`config.mk`:
```
export PLATFORM = sky130hd
export DESIGN_NAME = lmac_unit
export DESIGN_NICKNAME = d
export VERILOG_FILES = /design/src/rtl/lmac_pkg.sv /design/src/rtl/lmac_mode_dec.sv /design/src/rtl/lmac_shift_add.sv /design/src/rtl/lmac_result_fmt.sv /design/src/rtl/lmac_unit.sv
export SDC_FILE = /design/constraint.sdc
export NUM_CORES = 1
export LEC_CHECK = 0
export ABC_CLOCK_PERIOD_IN_PS = 5300
export BUFFER_PORTS_ARGS = -buffer_cell sky130_fd_sc_hd__buf_4
export CORE_MARGIN = 2
export CORE_UTILIZATION = 45
export DETAILED_ROUTE_END_ITERATION = 8
export PLACE_DENSITY = 0.65
export RECOVER_POWER = 100
export SYNTH_ARGS = -nofsm -noshare
export SYNTH_HDL_FRONTEND = slang
export SYNTH_SLANG_ARGS = --single-unit
```
`constraint.sdc`:
```
create_clock -name clk -period 5.3 [get_ports clk]
set_input_delay 1.06 -clock clk [delete_from_list [all_inputs] [get_ports clk]]
set_output_delay 1.06 -clock clk [all_outputs]
set_load 0.02 [all_outputs]
```
`src/rtl/lmac_pkg.sv`:
```
package lmac_pkg;
    localparam logic [2:0] MODE_LO32 = 3'd0;
    localparam logic [2:0] MODE_U64  = 3'd4;
    localparam logic [2:0] MODE_S64  = 3'd6;
    localparam logic [2:0] MODE_UACC = 3'd7;

    typedef enum logic [1:0] {
        ST_IDLE = 2'd0,
        ST_RUN  = 2'd1,
        ST_FIN  = 2'd2
    } lmac_state_e;
endpackage

```
`src/rtl/lmac_mode_dec.sv`:
```
module lmac_mode_dec
    import lmac_pkg::*;
(
    input  logic [2:0] mode,
    output logic       is_lo,
    output logic       is_sgn,
    output logic       is_acc,
    output logic       is_ill
);
    always_comb begin
        is_lo  = 1'b0;
        is_sgn = 1'b0;
        is_acc = 1'b0;
        is_ill = 1'b0;
        case (mode)
            MODE_LO32: is_lo  = 1'b1;
            MODE_U64:  ;
            MODE_S64:  is_sgn = 1'b1;
            MODE_UACC: is_acc = 1'b1;
            default:   is_ill = 1'b1;
        endcase
    end
endmodule

```
`src/rtl/lmac_shift_add.sv`:
```
module lmac_shift_add #(
    parameter int W = 32
) (
    input  logic           clk,
    input  logic           rst_n,
    input  logic           load,
    input  logic           step,
    input  logic           neg_step,
    input  logic [2*W-1:0] mcand_i,
    input  logic [2*W-1:0] init_i,
    input  logic [W-1:0]   mplier_i,
    output logic [2*W-1:0] acc_o
);
    localparam int W2 = 2 * W;

    logic [W2-1:0] mcand_q;
    logic [W2-1:0] acc_q;
    logic [W-1:0]  mplier_q;
    logic [W2-1:0] addend;

    // The last step of a signed multiply carries negative weight.
    always_comb begin
        if (!mplier_q[0])
            addend = '0;
        else if (neg_step)
            addend = ~mcand_q + W2'(1);
        else
            addend = mcand_q;
    end

    always_ff @(posedge clk) begin
        if (!rst_n) begin
            mcand_q  <= '0;
            acc_q    <= '0;
            mplier_q <= '0;
        end else if (load) begin
            mcand_q  <= mcand_i;
            acc_q    <= init_i;
            mplier_q <= mplier_i;
        end else if (step) begin
            acc_q    <= acc_q + addend;
            mcand_q  <= mcand_q << 1;
            mplier_q <= mplier_q >> 1;
        end
    end

    assign acc_o = acc_q;

    assert_load_step_excl_R10: assert property (@(posedge clk) disable iff (!rst_n)
        !(load && step));
endmodule

```
`src/rtl/lmac_result_fmt.sv`:
```
module lmac_result_fmt #(
    parameter int W = 32
) (
    input  logic [2*W-1:0] acc_i,
    input  logic           lo_mode,
    output logic [W-1:0]   res_hi,
    output logic [W-1:0]   res_lo,
    output logic           flag_n,
    output logic           flag_z
);
    always_comb begin
        res_hi = lo_mode ? '0 : acc_i[2*W-1:W];
        res_lo = acc_i[W-1:0];
        flag_n = lo_mode ? acc_i[W-1] : acc_i[2*W-1];
        flag_z = (res_hi == '0) && (res_lo == '0);
    end
endmodule

```
`src/rtl/lmac_unit.sv`:
```
module lmac_unit
    import lmac_pkg::*;
#(
    parameter int W = 32
) (
    input  logic         clk,
    input  logic         rst_n,
    input  logic         start,
    input  logic [2:0]   mode,
    input  logic [W-1:0] op_a,
    input  logic [W-1:0] op_b,
    input  logic [W-1:0] acc_hi,
    input  logic [W-1:0] acc_lo,
    input  logic         c_in,
    input  logic         v_in,
    output logic         done,
    output logic [W-1:0] res_hi,
    output logic [W-1:0] res_lo,
    output logic         flag_n,
    output logic         flag_z,
    output logic         c_out,
    output logic         v_out,
    output logic         illegal
);
    localparam int W2 = 2 * W;
    localparam int CW = $clog2(W);
    localparam logic [CW-1:0] LAST = CW'(W - 1);

    lmac_state_e state_q, state_d;
    logic [CW-1:0] cnt_q;
    logic lo_q, sgn_q, ill_q, c_q, v_q;
    logic dec_lo, dec_sgn, dec_acc, dec_ill;
    logic load, step, neg_step;
    logic [W2-1:0] mcand_init, acc_init, acc_w;

    lmac_mode_dec u_dec (
        .mode   (mode),
        .is_lo  (dec_lo),
        .is_sgn (dec_sgn),
        .is_acc (dec_acc),
        .is_ill (dec_ill)
    );

    assign load     = (state_q == ST_IDLE) && start;
    assign step     = (state_q == ST_RUN);
    assign neg_step = sgn_q && (cnt_q == LAST);

    always_comb begin
        if (dec_ill)
            mcand_init = '0;
        else if (dec_sgn)
            mcand_init = {{W{op_a[W-1]}}, op_a};
        else
            mcand_init = {{W{1'b0}}, op_a};
        acc_init = dec_acc ? {acc_hi, acc_lo} : '0;
    end

    lmac_shift_add #(.W(W)) u_dp (
        .clk      (clk),
        .rst_n    (rst_n),
        .load     (load),
        .step     (step),
        .neg_step (neg_step),
        .mcand_i  (mcand_init),
        .init_i   (acc_init),
        .mplier_i (op_b),
        .acc_o    (acc_w)
    );

    lmac_result_fmt #(.W(W)) u_fmt (
        .acc_i   (acc_w),
        .lo_mode (lo_q),
        .res_hi  (res_hi),
        .res_lo  (res_lo),
        .flag_n  (flag_n),
        .flag_z  (flag_z)
    );

    // State register
    always_ff @(posedge clk) begin
        if (!rst_n)
            state_q <= ST_IDLE;
        else
            state_q <= state_d;
    end

    // Next state
    always_comb begin
        state_d = state_q;
        unique case (state_q)
            ST_IDLE: if (start) state_d = ST_RUN;
            ST_RUN:  if (cnt_q == LAST) state_d = ST_FIN;
            ST_FIN:  state_d = ST_IDLE;
            default: state_d = ST_IDLE;
        endcase
    end

    // Captured mode, flags and step counter
    always_ff @(posedge clk) begin
        if (!rst_n) begin
            cnt_q <= '0;
            lo_q  <= 1'b0;
            sgn_q <= 1'b0;
            ill_q <= 1'b0;
            c_q   <= 1'b0;
            v_q   <= 1'b0;
        end else if (load) begin
            cnt_q <= '0;
            lo_q  <= dec_lo;
            sgn_q <= dec_sgn;
            ill_q <= dec_ill;
            c_q   <= c_in;
            v_q   <= v_in;
        end else if (step) begin
            cnt_q <= cnt_q + CW'(1);
        end
    end

    // Outputs
    always_comb begin
        done    = (state_q == ST_FIN);
        illegal = ill_q;
        c_out   = c_q;
        v_out   = v_q;
    end

    assert_done_pulse_R8: assert property (@(posedge clk) disable iff (!rst_n)
        done |=> !done);
    assert_done_after_run_R8: assert property (@(posedge clk) disable iff (!rst_n)
        done |-> $past(state_q) == ST_RUN);
    assert_illegal_zero_R9: assert property (@(posedge clk) disable iff (!rst_n)
        (done && illegal) |-> (res_hi == '0 && res_lo == '0 && flag_z));
    assert_lo_hi_zero_R2: assert property (@(posedge clk) disable iff (!rst_n)
        (done && lo_q) |-> (res_hi == '0));
    assert_flags_hold_R7: assert property (@(posedge clk) disable iff (!rst_n)
        (state_q != ST_IDLE) |=> ($stable(c_out) && $stable(v_out)));
    assert_busy_ignore_R10: assert property (@(posedge clk) disable iff (!rst_n)
        (state_q == ST_RUN && start) |=> ($stable(lo_q) && $stable(sgn_q) && $stable(ill_q)));
endmodule

```
=== After elaboration in Yosys (flattened, before gate mapping) ===
Index checks and enable logic that the tools add are counted.

* Add/subtract/negate cells: 3
* Eq/ne operators: 8
* Multiplexer cells: 20
* Bitwise logic cells: 2
* Reduce and logical (&&, ||, !) cells: 11

{| class="wikitable"
|+ Operator list
! kind !! number
|-
| 2-to-1 mux 64 bit || 9
|-
| 2-to-1 mux 32 bit || 3
|-
| adder 64 x 1 -> 64 bit (second input constant) || 1
|-
| adder 64 bit || 1
|-
| zero test 32 bit || 2
|-
| inverter 64 bit || 1
|-
| == test 3 bit (second input constant) || 3
|-
| adder 5 x 1 -> 5 bit (second input constant) || 1
|-
| == test 5 bit (second input constant) || 1
|-
| 2-to-1 mux 1 bit || 5
|-
| 2-to-1 mux 2 bit || 2
|-
| case mux 2 bit (2 select lines) || 1
|-
| OR reduction 4 bit || 1
|-
| logical AND 1 bit || 3
|-
| zero test 3 bit || 1
|-
| == test 2 x 1 -> 1 bit (second input constant) || 1
|-
| == test 2 bit (second input constant) || 1
|-
| zero test 2 bit || 1
|-
| != test 2 x 1 -> 1 bit (second input constant) || 1
|-
| != test 2 bit (second input constant) || 1
|-
| AND reduction 2 bit || 1
|-
| nonzero test 2 bit || 1
|-
| OR reduction 2 bit || 1
|-
| inverter 1 bit || 1
|}

* Bits in registers: 172
* Input port bits: 136
* Word-level logic and storage cells: 54

=== Longest topological paths before layout ===
* Depth after elaboration: 7
* Mapped depth: 22

=== By module ===
Synthesis repeated with hierarchy kept, for this count alone.

* Cell total of the unflattened synthesis: 1,791
* Area, all modules: 14,177.3 µm²

{| class="wikitable"
|+ By module, submodules not included
! module !! times used !! cells each !! area an instance (µm²) !! sequential area each (µm²)
|-
| lmac_shift_add || 1 || 1,539 || 12,369.4 || 3,203.1
|-
| lmac_unit || 1 || 157 || 1,163.6 || 240.2
|-
| lmac_result_fmt || 1 || 90 || 618.1 || 0.0
|-
| lmac_mode_dec || 1 || 5 || 26.3 || 0.0
|}

=== Least setup slack after synthesis ===
No wires, ideal clock.

* Kind: flip-flop to flip-flop
* From: register u_dp.mcand_q[35]
* To: register u_dp.acc_q[62] (netlist: u_dp.acc_o[62])
* Setup time: 0.132 ns
* Data arrival time: 4.733 ns
* Data required time: 5.168 ns
* Path slack: 0.434 ns
* Cell stages (with the launch flop): 19
* Buffers on the path: 2
* Period minus slack after synthesis: 4.866 ns
* Path through: dfxtp_1 -> or4_4 -> or4_4 -> or3_4 -> or4_4 -> buf_6 -> or2_4 -> o31ai_2 -> xnor2_1 -> and2_1 -> ha_1 -> clkbuf_1 -> a21o_1 -> a21oi_1 -> o21ai_0 -> a221o_1 -> a21oi_1 -> nor4b_1 -> or3b_2

* Longest elaborated chain between the ends: 7

{| class="wikitable"
|+ Ends and longest elaborated chain
! element !! line !! RTL
|-
| start: declaration || lmac_shift_add.sv:16 || <nowiki>logic [W2-1:0] mcand_q;</nowiki>
|-
| start signal: assignment || lmac_shift_add.sv:37 || <nowiki>mcand_q <= mcand_i;</nowiki>
|-
| start signal: assignment || lmac_shift_add.sv:42 || <nowiki>mcand_q <= mcand_q << 1;</nowiki>
|-
| inverter 64 bit || lmac_shift_add.sv:26 || <nowiki>addend = ~mcand_q + W2'(1);</nowiki>
|-
| adder 64 x 1 -> 64 bit || lmac_shift_add.sv:26 ||
|-
| 2-to-1 mux 64 bit * || lmac_shift_add.sv:25 || <nowiki>else if (neg_step)</nowiki>
|-
| 2-to-1 mux 64 bit * || lmac_shift_add.sv:23 || <nowiki>if (!mplier_q[0])</nowiki>
|-
| adder 64 bit * || lmac_shift_add.sv:41 || <nowiki>acc_q <= acc_q + addend;</nowiki>
|-
| 2-to-1 mux 64 bit * || lmac_shift_add.sv:40 || <nowiki>end else if (step) begin</nowiki>
|-
| 2-to-1 mux 64 bit * || lmac_shift_add.sv:36 || <nowiki>end else if (load) begin</nowiki>
|-
| end signal: assignment || lmac_shift_add.sv:38 || <nowiki>acc_q <= init_i;</nowiki>
|-
| end signal: assignment || lmac_shift_add.sv:41 ||
|-
| end: declaration || lmac_shift_add.sv:17 || <nowiki>logic [W2-1:0] acc_q;</nowiki>
|}

Every way passes the cells marked *; elsewhere a longest branch is shown, timed or not. The select of a mux whose other input is x is not followed.
A chain may end at the register's enable or synchronous reset.

=== Final worst setup path ===
* From: register lo_q
* To: output flag_z

* Longest elaborated chain between the ends: 3

{| class="wikitable"
|+ Ends and longest elaborated chain
! element !! line !! RTL
|-
| start: declaration || lmac_unit.sv:31 || <nowiki>logic lo_q, sgn_q, ill_q, c_q, v_q;</nowiki>
|-
| start signal: assignment || lmac_unit.sv:109 || <nowiki>lo_q <= dec_lo;</nowiki>
|-
| 2-to-1 mux 32 bit || lmac_result_fmt.sv:12 || <nowiki>res_hi = lo_mode ? '0 : acc_i[2*W-1:W];</nowiki>
|-
| zero test 32 bit || lmac_result_fmt.sv:15 || <nowiki>flag_z = (res_hi == '0) && (res_lo == '0);</nowiki>
|-
| logical AND 1 bit || lmac_result_fmt.sv:15 ||
|-
| end: declaration || lmac_unit.sv:20 || <nowiki>output logic flag_z,</nowiki>
|}

Every way passes these cells.

==> results.md <==
- Synth top area share: 26.26%
- EDFF count, synth: 0
- Worst-margin pin slew: approximately 2.7 ns
- Hold depth: 2
- Via count: between 10000 and 15000
- Largest net degree at the start of global routing: just under 100
- Synth-to-layout area growth: 16.64%
- Row count: 62
- Clk buf depth: 2
- Root Buffer: clkbuf_16
- Max_slew headroom: -81.45%
- Setup ws final: between 0.1 and 0.15 ns
- Hpwl dp: approximately 34 mm
- Drt total wl: around 46 mm
- Syn. warnings: 0
- Beginning of the worst hold path: c_out$_SDFFE_PN0P_
- Hold/Removal Path Class: reg2reg
- Post-DRT Antenna Nets: 0
- Area occupied by multi-input gates: 8950 sq um
- Initial antenna violation count: 0
- Port bufs: 205
- Tmin final: 5.175 ns
- Seq/Total Area, Yosys: roughly a quarter
- Leak: 6.108 nW
- Congestion Overflow GR: 0
- Maxcap violations: 4
- CTS HTree Levels: 4
- DRC viols: 0
- Drt initial violations: 1164
- Worst slack, placed: between 0.07 and 0.08 ns
- Hold EP: c_out$_SDFFE_PN0P_
- Share of layout cells above drive strength 1: about 14%
- DRT Pass-1 Iters: 6
- R2r startpoint: u_dp.mcand_q[14]$_SDFFE_PN0P_
- Req. time, crit path: 4.24 ns
- CP Launch Type: flop
- CTS tree: built
- Critical Path Sink Type: primary output
- Clock sinks: 172
- Count of cell types in the netlist: 72
- Setup TNS: 0 ns
- Status: complete, but fails checks
- Final Core Density: 53.29%
- Max Transition Viols Final: 233
- Num CTS Buffers: 17
- Final Cycle Share: 97.65%
- Die width: roughly 170 um
- Post-Route Skew: 0.01224 ns
- Layout net count: 2135
- Clock Latency Late Sink: about 0.45 ns
- Crit path kind: reg2out
- Cell count after synthesis: 1809
- Cts hold-fix bufs: 0
- Final setup violating endpoints: 0
- GRT Total Usage: between 20 and 30%
- Worst vdd rail ir drop: 0.1636 mV
- Dominant cells by area after synthesis: dfxtp_1 26%, o21ai_0 10%, a21oi_1 9.8%
- Synth Flop Type: dfxtp_1
- DIE AREA: 30520 sq um
- Final hold vios: 0
- Synthesized flop and latch total: 172
- Yosys top cell by area: dfxtp_1
- GPL Wtd Cong: roughly 0.93
- Reg2reg setup slack: 0.15 ns
- Netlist Area Pre-Place: 13110 sq um
- Core ar.: 28700 sq um
- Failing checks: capacitance limit, slew limit
- First-pass GRT wire length: 71.45 mm
- Power per cell area: 242.8 nW/um^2
- FF-to-FF path depth: 18
- RR Endpoint: u_dp.acc_o[61]$_SDFFE_PN0P_
- Initial Util: 45.69%
- Net Count, Synth: approximately 2000
- CP Data Arrival Time: approximately 4 ns
- Crit Path Max Fanout: 34
- Fillers: 2944
- Async SR Flop Fraction: 0%
- FF+latch area: 3443 sq um
- Die height: 174.7 um
- WL per Instance: 19.67 um
- Io pins: 206
- Critical Path Start: lo_q$_SDFFE_PN0P_
- Syn_area_per_cell: 7.249 sq um
- RSZ-0062 raised after global routing: false
- Max Fclk: 193.2 MHz
- Vias in the first global route: 12680
- Via density: 5.983
- Clock slew at reported path FFs: 0.08 ns
[synthesized netlist by cell type (all sizes together) (3+ instances only)]
| cell type | count |
|---|---|
| a21oi | 256 |
| a221oi | 18 |
| xor2 | 48 |
| nor4b | 3 |
| nor2b | 39 |
| a21o | 26 |
| o31ai | 10 |
| nand3 | 10 |
| o2111ai | 3 |
| o41ai | 9 |
| nand4 | 34 |
| o31a | 3 |
| or2 | 8 |
| a22oi | 3 |
| ha | 66 |
| buf | 45 |
| nor3b | 9 |
| o211ai | 10 |
| a21boi | 12 |
| a22o | 7 |
| or3 | 17 |
| and2 | 63 |
| nand2b | 9 |
| inv | 29 |
| a211oi | 21 |
| xnor2 | 68 |
| o211a | 5 |
| nand2 | 174 |
| o22ai | 35 |
| dfxtp | 172 |
| and3 | 8 |
| o21a | 6 |
| clkbuf | 114 |
| nor4 | 23 |
| or4 | 9 |
| nor2 | 88 |
| a31oi | 7 |
| o21bai | 18 |
| a221o | 3 |
| o21ai | 273 |
| nor3 | 24 |
[power by group]
group	internal, W	switching (W)
clock	0.000689	0.000647
sequential	0.00139	0.000120
combinational	0.000350	0.000519
[critical path, stage by stage, from the launching register on]
cell and delay (ns):
dfxtp_1 0.31, clkbuf_1 1.12, nor2b_1 0.21, nor4_1 0.87, nand4_1 0.35, or3_1 0.49, nor2_1 0.13, clkbuf_2 0.18
[cells in the final DEF (no fill, tap or decap), types with 18 or more instances in the layout]
cell type  instances
nor4_1            22
nor2_1            87
ha_1              65
o21bai_1          18
dfxtp_1          172
a221oi_1          18
o21ai_0          266
nand4_1           34
nand2_1          172
nor2b_1           39
and2_1            62
inv_1             29
clkbuf_1          71
a211oi_1          19
nor3_1            23
a21oi_1          250
o22ai_1           35
a21o_1            26
xnor2_1           68
buf_4            186
xor2_1            48
[worst max path at each step]
stage	slack [ns]	endpoint
CTS	0.05	u_dp.acc_o[61]$_SDFFE_PN0P_
global route	0.002	u_dp.acc_o[59]$_SDFFE_PN0P_
global placement	0.17	u_dp.acc_o[62]$_SDFFE_PN0P_
floorplan	0.43	u_dp.acc_o[62]$_SDFFE_PN0P_
detailed placement	0.07	u_dp.acc_o[61]$_SDFFE_PN0P_
finish	0.12	flag_z
[sequential cells by signal, summed over array words and instances (netlist names)]
| register | flops |
|---|---|
| c_out | 1 |
| u_dp.mplier_q | 32 |
| state_q | 2 |
| cnt_q | 5 |
| v_out | 1 |
| u_dp.acc_o | 64 |
| u_dp.mcand_q | 64 |
| sgn_q | 1 |
| illegal | 1 |
| lo_q | 1 |
[repair_timing]
item | in CTS | in global routing
buffers inserted | 0 | 1
endpoints found under the setup margin | 0 | 13
endpoints found under the hold margin | 0 | 0
gates resized for setup | 0 | 23
[kinds of logic after synthesis]
| group | share of synthesized area [%] |
|---|---|
| AOI/OAI and AO/OA | 32.35 |
| xor gates and xnor gates | 7.747 |
| adders and majority gates | 6.450 |
| buffers and inverters | 6.421 |
| DFF | 26.26 |
| muxes | 0.1527 |
| and+or+nand+nor | 20.62 |
[routing by layer]
| layer | vias to the layer above | part of all wire [%] | GRT usage [%] | wire (um) |
|---|---|---|---|---|
| met1 | 6588 | 48 | 43.74 | 22210 |
| met5 | - | 0 | 0 | 0 |
| li1 | 6786 | - | - | - |
| met3 | 40 | 7.5 | 5.070 | 3424 |
| met4 | 0 | 1.4 | 5.938 | 633 |
| met2 | 526 | 43 | 43.20 | 19560 |
[per-stage QoR]
step	cell area, sq um	hold slack [ns]	cells	power (W)
floorplan	13110	0.4406	1809	0.002085
global placement	14910	0.4461	2296	0.002406
detailed placement	14910	0.4604	2296	0.002415
CTS	15510	0.4708	2328	0.003739
global route	15290	0.4919	2329	0.003883
finish	15300	0.4666	2330	0.003714
[area by class of cell]
type	count	area share, %
timing repair buffer	263	11.10
antenna	1	0.01636
clock buffer	18	2.871
tap	384	3.141
sequential	172	22.51
multi-input combinational	1447	58.51
clock inverter	14	1.088
inverter	31	0.7607
Power figures use the tool's default switching activity.
